<file path="config.mk">
export PLATFORM = sky130hd
export DESIGN_NAME = scl_page_manager
export DESIGN_NICKNAME = d
export VERILOG_FILES = /design/src/rtl/scl_pkg.sv /design/src/rtl/scl_match.sv /design/src/rtl/scl_list_update.sv /design/src/rtl/scl_page_manager.sv
export SDC_FILE = /design/constraint.sdc
export NUM_CORES = 1
export LEC_CHECK = 0
export ABC_AREA = 1
export BUFFER_PORTS_ARGS = -buffer_cell sky130_fd_sc_hd__buf_4
export CORE_ASPECT_RATIO = 0.8
export CORE_UTILIZATION = 45
export DETAILED_ROUTE_END_ITERATION = 8
export SLEW_MARGIN = 20
export SYNTH_ARGS = -nofsm -noshare
export SYNTH_HDL_FRONTEND = slang
export SYNTH_HIERARCHICAL = 1
export SYNTH_SLANG_ARGS = --single-unit
export TNS_END_PERCENT = 5
</file>
<file path="constraint.sdc">
create_clock -name clk -period 1.9 [get_ports clk]
set_clock_uncertainty 0.2 [all_clocks]
set_input_delay 0.095 -clock clk [delete_from_list [all_inputs] [get_ports clk]]
set_output_delay 0.095 -clock clk [all_outputs]
set_load 0.005 [all_outputs]
</file>
<file path="src/rtl/scl_pkg.sv">
package scl_pkg;
  typedef enum logic [1:0] {
    LOC_NONE = 2'b00,
    LOC_ACT  = 2'b01,
    LOC_SC   = 2'b10
  } loc_e;

  typedef enum logic {
    ST_IDLE = 1'b0,
    ST_UPD  = 1'b1
  } mgr_state_e;
endpackage

</file>
<file path="src/rtl/scl_match.sv">
module scl_match #(
  parameter int N   = 4,
  parameter int W   = 8,
  parameter int IW  = (N > 1) ? $clog2(N) : 1,
  parameter int CW  = $clog2(N + 1)
) (
  input  logic [N-1:0][W-1:0] tags,
  input  logic [CW-1:0]       cnt,
  input  logic [W-1:0]        key,
  output logic                hit,
  output logic [IW-1:0]       idx
);
  always_comb begin
    hit = 1'b0;
    idx = '0;
    for (int i = 0; i < N; i++) begin
      if (!hit && (i < int'(cnt)) && (tags[i] == key)) begin
        hit = 1'b1;
        idx = IW'(i);
      end
    end
  end
endmodule

</file>
<file path="src/rtl/scl_list_update.sv">
module scl_list_update #(
  parameter int ACT  = 3,
  parameter int SC   = 2,
  parameter int W    = 8,
  parameter int SCD  = (SC > 0) ? SC : 1,
  parameter int AW   = $clog2(ACT + 1),
  parameter int SW   = $clog2(SCD + 1),
  parameter int SIW  = (SCD > 1) ? $clog2(SCD) : 1
) (
  input  logic [ACT-1:0][W-1:0] act,
  input  logic [AW-1:0]         act_cnt,
  input  logic [SCD-1:0][W-1:0] sc,
  input  logic [SW-1:0]         sc_cnt,
  input  logic [W-1:0]          ins_vpn,
  input  logic                  from_sc,
  input  logic [SIW-1:0]        sc_idx,
  output logic [ACT-1:0][W-1:0] n_act,
  output logic [AW-1:0]         n_act_cnt,
  output logic [SCD-1:0][W-1:0] n_sc,
  output logic [SW-1:0]         n_sc_cnt,
  output logic                  evict,
  output logic [W-1:0]          evict_vpn
);
  logic ovf;
  logic pool_full;

  assign ovf       = (act_cnt == AW'(ACT));
  assign pool_full = ovf && (sc_cnt == SW'(SC));
  assign evict     = !from_sc && pool_full;

  always_comb begin
    n_act[0] = ins_vpn;
    for (int i = 1; i < ACT; i++) n_act[i] = act[i-1];
    n_act_cnt = ovf ? act_cnt : act_cnt + AW'(1);
  end

  generate
    if (SC == 0) begin : g_fifo
      assign evict_vpn = act[ACT-1];
      assign n_sc      = '0;
      assign n_sc_cnt  = '0;
    end else begin : g_two_list
      logic [SCD-1:0][W-1:0] rem;
      logic [SW-1:0]         rem_cnt;

      assign evict_vpn = sc[SCD-1];

      always_comb begin
        for (int i = 0; i < SCD; i++) begin
          if (from_sc && (i >= int'(sc_idx)))
            rem[i] = (i + 1 < SCD) ? sc[(i + 1 < SCD) ? i + 1 : i] : '0;
          else
            rem[i] = sc[i];
        end
        rem_cnt = (from_sc || evict) ? sc_cnt - SW'(1) : sc_cnt;
        if (ovf) begin
          n_sc[0] = act[ACT-1];
          for (int i = 1; i < SCD; i++) n_sc[i] = rem[i-1];
          n_sc_cnt = rem_cnt + SW'(1);
        end else begin
          n_sc     = rem;
          n_sc_cnt = rem_cnt;
        end
      end
    end
  endgenerate
endmodule

</file>
<file path="src/rtl/scl_page_manager.sv">
module scl_page_manager
  import scl_pkg::*;
#(
  parameter int VPN_W     = 8,
  parameter int ACT_SLOTS = 3,
  parameter int SC_SLOTS  = 2
) (
  input  logic             clk,
  input  logic             rst_n,
  input  logic             req_valid,
  output logic             req_ready,
  input  logic [VPN_W-1:0] req_vpn,
  output logic             busy,
  output logic             rsp_valid,
  output logic [1:0]       rsp_loc,
  output logic             rsp_pagein,
  output logic [VPN_W-1:0] rsp_vpn,
  output logic             evict_valid,
  output logic [VPN_W-1:0] evict_vpn,
  input  logic [VPN_W-1:0] probe_vpn,
  output logic [1:0]       probe_state
);
  localparam int SCD = (SC_SLOTS > 0) ? SC_SLOTS : 1;
  localparam int AW  = $clog2(ACT_SLOTS + 1);
  localparam int SW  = $clog2(SCD + 1);
  localparam int AIW = (ACT_SLOTS > 1) ? $clog2(ACT_SLOTS) : 1;
  localparam int SIW = (SCD > 1) ? $clog2(SCD) : 1;

  mgr_state_e                   state;
  logic [ACT_SLOTS-1:0][VPN_W-1:0] act_q;
  logic [SCD-1:0][VPN_W-1:0]    sc_q;
  logic [AW-1:0]                act_cnt;
  logic [SW-1:0]                sc_cnt;
  logic [VPN_W-1:0]             lat_vpn;
  logic                         lat_from_sc;
  logic [SIW-1:0]               lat_idx;

  logic                  act_hit, sc_hit, prb_act, prb_sc;
  logic [AIW-1:0]        act_idx, prb_act_idx;
  logic [SIW-1:0]        sc_idx, prb_sc_idx;

  logic [ACT_SLOTS-1:0][VPN_W-1:0] n_act;
  logic [AW-1:0]                   n_act_cnt;
  logic [SCD-1:0][VPN_W-1:0]       n_sc;
  logic [SW-1:0]                   n_sc_cnt;
  logic                            upd_evict;
  logic [VPN_W-1:0]                upd_evict_vpn;

  scl_match #(.N(ACT_SLOTS), .W(VPN_W)) u_req_act (
    .tags(act_q), .cnt(act_cnt), .key(req_vpn), .hit(act_hit), .idx(act_idx));
  scl_match #(.N(SCD), .W(VPN_W)) u_req_sc (
    .tags(sc_q), .cnt(sc_cnt), .key(req_vpn), .hit(sc_hit), .idx(sc_idx));
  scl_match #(.N(ACT_SLOTS), .W(VPN_W)) u_prb_act (
    .tags(act_q), .cnt(act_cnt), .key(probe_vpn), .hit(prb_act), .idx(prb_act_idx));
  scl_match #(.N(SCD), .W(VPN_W)) u_prb_sc (
    .tags(sc_q), .cnt(sc_cnt), .key(probe_vpn), .hit(prb_sc), .idx(prb_sc_idx));

  scl_list_update #(.ACT(ACT_SLOTS), .SC(SC_SLOTS), .W(VPN_W)) u_upd (
    .act(act_q), .act_cnt(act_cnt), .sc(sc_q), .sc_cnt(sc_cnt),
    .ins_vpn(lat_vpn), .from_sc(lat_from_sc), .sc_idx(lat_idx),
    .n_act(n_act), .n_act_cnt(n_act_cnt), .n_sc(n_sc), .n_sc_cnt(n_sc_cnt),
    .evict(upd_evict), .evict_vpn(upd_evict_vpn));

  assign req_ready   = (state == ST_IDLE);
  assign busy        = (state == ST_UPD);
  assign probe_state = prb_act ? LOC_ACT : (prb_sc ? LOC_SC : LOC_NONE);

  always_ff @(posedge clk or negedge rst_n) begin
    if (!rst_n) begin
      state       <= ST_IDLE;
      act_q       <= '0;
      sc_q        <= '0;
      act_cnt     <= '0;
      sc_cnt      <= '0;
      lat_vpn     <= '0;
      lat_from_sc <= 1'b0;
      lat_idx     <= '0;
      rsp_valid   <= 1'b0;
      rsp_loc     <= LOC_NONE;
      rsp_pagein  <= 1'b0;
      rsp_vpn     <= '0;
      evict_valid <= 1'b0;
      evict_vpn   <= '0;
    end else begin
      rsp_valid   <= 1'b0;
      evict_valid <= 1'b0;
      case (state)
        ST_IDLE: begin
          if (req_valid) begin
            lat_vpn <= req_vpn;
            rsp_vpn <= req_vpn;
            if (act_hit) begin
              rsp_valid  <= 1'b1;
              rsp_loc    <= LOC_ACT;
              rsp_pagein <= 1'b0;
            end else begin
              state       <= ST_UPD;
              lat_from_sc <= sc_hit;
              lat_idx     <= sc_idx;
            end
          end
        end
        ST_UPD: begin
          act_q       <= n_act;
          act_cnt     <= n_act_cnt;
          sc_q        <= n_sc;
          sc_cnt      <= n_sc_cnt;
          rsp_valid   <= 1'b1;
          rsp_loc     <= lat_from_sc ? LOC_SC : LOC_NONE;
          rsp_pagein  <= !lat_from_sc;
          evict_valid <= upd_evict;
          evict_vpn   <= upd_evict_vpn;
          state       <= ST_IDLE;
        end
        default: state <= ST_IDLE;
      endcase
    end
  end


  act_hit_stable_chk: assert property (@(posedge clk) disable iff (!rst_n)
    (req_valid && req_ready && act_hit) |=> ($stable(act_cnt) && $stable(sc_cnt) && !busy));


  fault_busy_chk: assert property (@(posedge clk) disable iff (!rst_n)
    (req_valid && req_ready && !act_hit) |=> (busy && !req_ready && !rsp_valid));


  evict_pulse_chk: assert property (@(posedge clk) disable iff (!rst_n)
    evict_valid |=> !evict_valid);


  evict_full_chk: assert property (@(posedge clk) disable iff (!rst_n)
    evict_valid |-> (rsp_pagein && rsp_valid && act_cnt == AW'(ACT_SLOTS)));


  front_insert_chk: assert property (@(posedge clk) disable iff (!rst_n)
    busy |=> (act_q[0] == $past(lat_vpn) && act_cnt != '0));


  cnt_bound_chk: assert property (@(posedge clk) disable iff (!rst_n)
    (act_cnt <= AW'(ACT_SLOTS)) && (sc_cnt <= SW'(SC_SLOTS)));
endmodule

</file>
==> impl_metrics.py <==
metrics = {
    "timing": {
        "timing.final.ws_setup_ps": 7.287,
        "max_slew.worst_pin.slew_ps": 613.3,
        "timing.fmax_mhz": 528.3,
        "grt_setup_unrepaired": "true",
        "final-setup-viol-count": 0,
        "slew_violations": 0,
        "period_share_pct": 99.62,
        "timing.slew.headroom_pct": 59.11,
        "final_critical_path_time_including_i_o_delays_and_setup_ps": 1893,
        "hold_viol": 0,
    },
    "clock_network": {
        "cts_bufs_inserted": 9,
        "cts_num_sinks": 68,
        "cts_htree_levels": 3,
        "clk_pin_slew_ps": 60,
        "clockRootBuffer": "sky130_fd_sc_hd__clkbuf_16",
        "tritoncts": "built",
        "maximum_clock_path_buffer_count": 2,
        "clk-insertion-delay-late_ps": 340,
    },
    "placed_design": {
        "place_congestion": 0.8986,
        "placement.setup.worst_slack_ps": 113.5,
        "place.port_buffers": 43,
        "place_inst": 873,
        "place.detailed.hpwl_um": 9483,
    },
    "die": {
        "initial_core_utilization_pct": 46.64,
        "ioPinCount": 44,
        "core_sq_mm": 0.01036,
        "die_y_um": 94.70,
        "dieWidth_um": 117.9,
        "design.die.area_sq_mm": 0.01116,
        "placementRows": 33,
    },
    "critical_path": {
        "crit_type": "reg -> out",
        "timing.critical_path.max_delay_family": "simple AND/OR/NAND/NOR gates",
        "cp-end-kind": "output pin",
        "cp.required_ps": 1600,
        "worst_path_most_repeated_cell": "sky130_fd_sc_hd__nand2_1",
        "crit_fanout": 6,
        "crit_path_largest_cell_delay_ps": 460,
        "worstPathArrival_ps": 1600,
        "startpoint": "sc_q[5]",
        "critical-path-slowest-cell": "sky130_fd_sc_hd__dfrtp_1",
        "timing.rr.start": "busy",
        "worst-path-buf-inv": 2,
        "critical_path.cell_chain": "nand2_1 -> nand2_1 -> nor2_2 -> nand3_1 -> nand2_1 -> inv_1 -> nor2_1 -> buf_4",
        "setup.worst_path.start_class": "flip-flop",
    },
    "cells_and_area": {
        "drive_above_1_share_pct": 21.67,
        "instances_no_fill": 920,
        "design.final.nets": 795,
        "diodes": 0,
        "flow.area_growth_from_synthesis_pct": 17.94,
    },
    "yosys": {
        "synth_nets": 753,
        "synthesis.area_sq_mm": 0.004833,
        "synth_area_per_cell_sq_um": 6.594,
        "synth_warnings": 6,
        "postSynthCellCount": 733,
    },
    "power": {
        "pwr-share-clk_pct": 27.5,
        "vdd_ir_drop_max_mv": 0.6813,
        "p_sw_share_pct": 39.22,
        "total_net_switching_power_mw": 2.837,
        "pwr_density_cell_mw_per_mm2": 1269,
        "power_leakage_nw": 3.082,
        "post-layout-total-power_mw": 7.234,
        "combPwrFrac_pct": 37.8,
        "sequentialPowerShare_pct": 34.7,
        "cell_internal_pwr_mw": 4.396,
    },
    "route": {
        "first_pass_iters": 5,
        "post_drt_via_cell_ratio": 4.970,
        "postRouteAntennaNets": 0,
        "routed-via-count": 4572,
        "drc_errors": 0,
        "drt_iter0_markers": 366,
        "avgRoutedWirePerCell_um": 14.82,
        "wirelength_routed_um": 13640,
    },
    "outcome": {
        "status": "finished, final reports clean",
    },
    "global_routing": {
        "grt_pass1_wl_um": 22200,
        "grt_util_all_layers_pct": 25.95,
        "via_count_of_the_first_global_routing_pass": 4290,
        "initial_antenna_violation_count": 0,
        "global_route.overflow_total": 0,
        "grt_max_degree": 69,
    },
    "min_path": {
        "min_path_type": "in -> async",
    },
    "flow_run": {
        "maxCapViolations": 0,
    },
}
layer usage:
layer / wire length (um) / up-vias / GRT usage [%]
li1: - / 2266 / -
met1: 6591 / 2134 / 36.88
met2: 5997 / 158 / 40.64
met3: 910 / 14 / 4.227
met4: 135 / 0 / 7.585
met5: 0 / - / 0
repair_timing:
item                                    CTS  global route
pin swaps                                 2             1
hold buffers                             15             0
hold endpoints to repair                 81             0
setup buffers                            15             3
endpoints found under the setup margin    2             8
resized for setup                        16             9
power by group through the flow:
stage               registers [mW]  clock network, mW  logic [mW]
floorplan                     2.38                  0        1.94
global route                  2.58               2.08        3.09
detailed placement            2.60                  0        2.34
CTS                           2.51               2.02        2.66
finish                        2.51               1.99        2.74
global placement              2.58                  0        2.30
layout by cell type (no fill, tap or decap), types with 3 or more instances in the layout:
| cell type | count |
|---|---|
| sky130_fd_sc_hd__nor2_2 | 14 |
| sky130_fd_sc_hd__nand4_1 | 4 |
| sky130_fd_sc_hd__xor2_1 | 13 |
| sky130_fd_sc_hd__dfrtp_2 | 15 |
| sky130_fd_sc_hd__clkbuf_16 | 9 |
| sky130_fd_sc_hd__inv_1 | 68 |
| sky130_fd_sc_hd__nor3_2 | 4 |
| sky130_fd_sc_hd__nand2_2 | 11 |
| sky130_fd_sc_hd__xnor2_1 | 12 |
| sky130_fd_sc_hd__bufinv_16 | 3 |
| sky130_fd_sc_hd__nand2_1 | 336 |
| sky130_fd_sc_hd__nand3_1 | 37 |
| sky130_fd_sc_hd__buf_12 | 3 |
| sky130_fd_sc_hd__nand3_2 | 4 |
| sky130_fd_sc_hd__a21oi_1 | 4 |
| sky130_fd_sc_hd__nor2_1 | 32 |
| sky130_fd_sc_hd__buf_4 | 65 |
| sky130_fd_sc_hd__o21ai_1 | 10 |
| sky130_fd_sc_hd__dfrtp_1 | 53 |
| sky130_fd_sc_hd__dlygate4sd3_1 | 15 |
| sky130_fd_sc_hd__inv_2 | 20 |
| sky130_fd_sc_hd__or2_1 | 3 |
| sky130_fd_sc_hd__o21ai_0 | 17 |
| sky130_fd_sc_hd__o21ai_2 | 11 |
final cells by class:
| cell class | instances | area (sq um) |
|---|---|---|
| clock inverter | 7 | 123.9 |
| tap | 140 | 175.2 |
| multi-input combinational | 523 | 2415 |
| timing repair buffer | 83 | 698.2 |
| fill | 1040 | 4663 |
| inverter | 90 | 342.8 |
| clock buffer | 9 | 225.2 |
| sequential | 68 | 1720 |
final timing paths:
kind | slack (ps) | endpoint | depth (start not counted)
max in group asynchronous | 1080 | sc_cnt[1] | 3
setup / recovery | 7 | probe_state[1] | 8
hold reg to reg | 270 | evict_vpn[6] | 2
hold / removal | 100 | act_q[12] | 3
min in group clk | 270 | evict_vpn[6] | 2
setup reg to reg | 120 | lat_vpn[3] | 5
state kept, by name, summed over array words and instances, names as in the netlist:
signal,count
act_cnt,2
act_q,24
busy,1
evict_valid,1
evict_vpn,8
lat_from_sc,1
lat_idx,1
lat_vpn,8
rsp_loc,2
rsp_pagein,1
rsp_valid,1
sc_cnt,2
sc_q,16
worst min-delay path, delay by kind of cell:
kind	cells	cell delay, ps
buf+inv	3	950
stage by stage:
| step | cell area [sq um] | hold slack [ps] | utilization [%] | setup TNS (ps) |
|---|---|---|---|---|
| after global placement | 5041 | -65.05 | 48.64 | 0 |
| after detailed placement | 5041 | -63.45 | 48.64 | 0 |
| after CTS | 5663 | 121.3 | 54.64 | 0 |
| after global routing | 5700 | 155.3 | 55.00 | -153.9 |
| final | 5700 | 101.6 | 55.00 | 0 |
| after floorplan | 4833 | -400.6 | - | 0 |
Power figures use the tool's default switching activity.
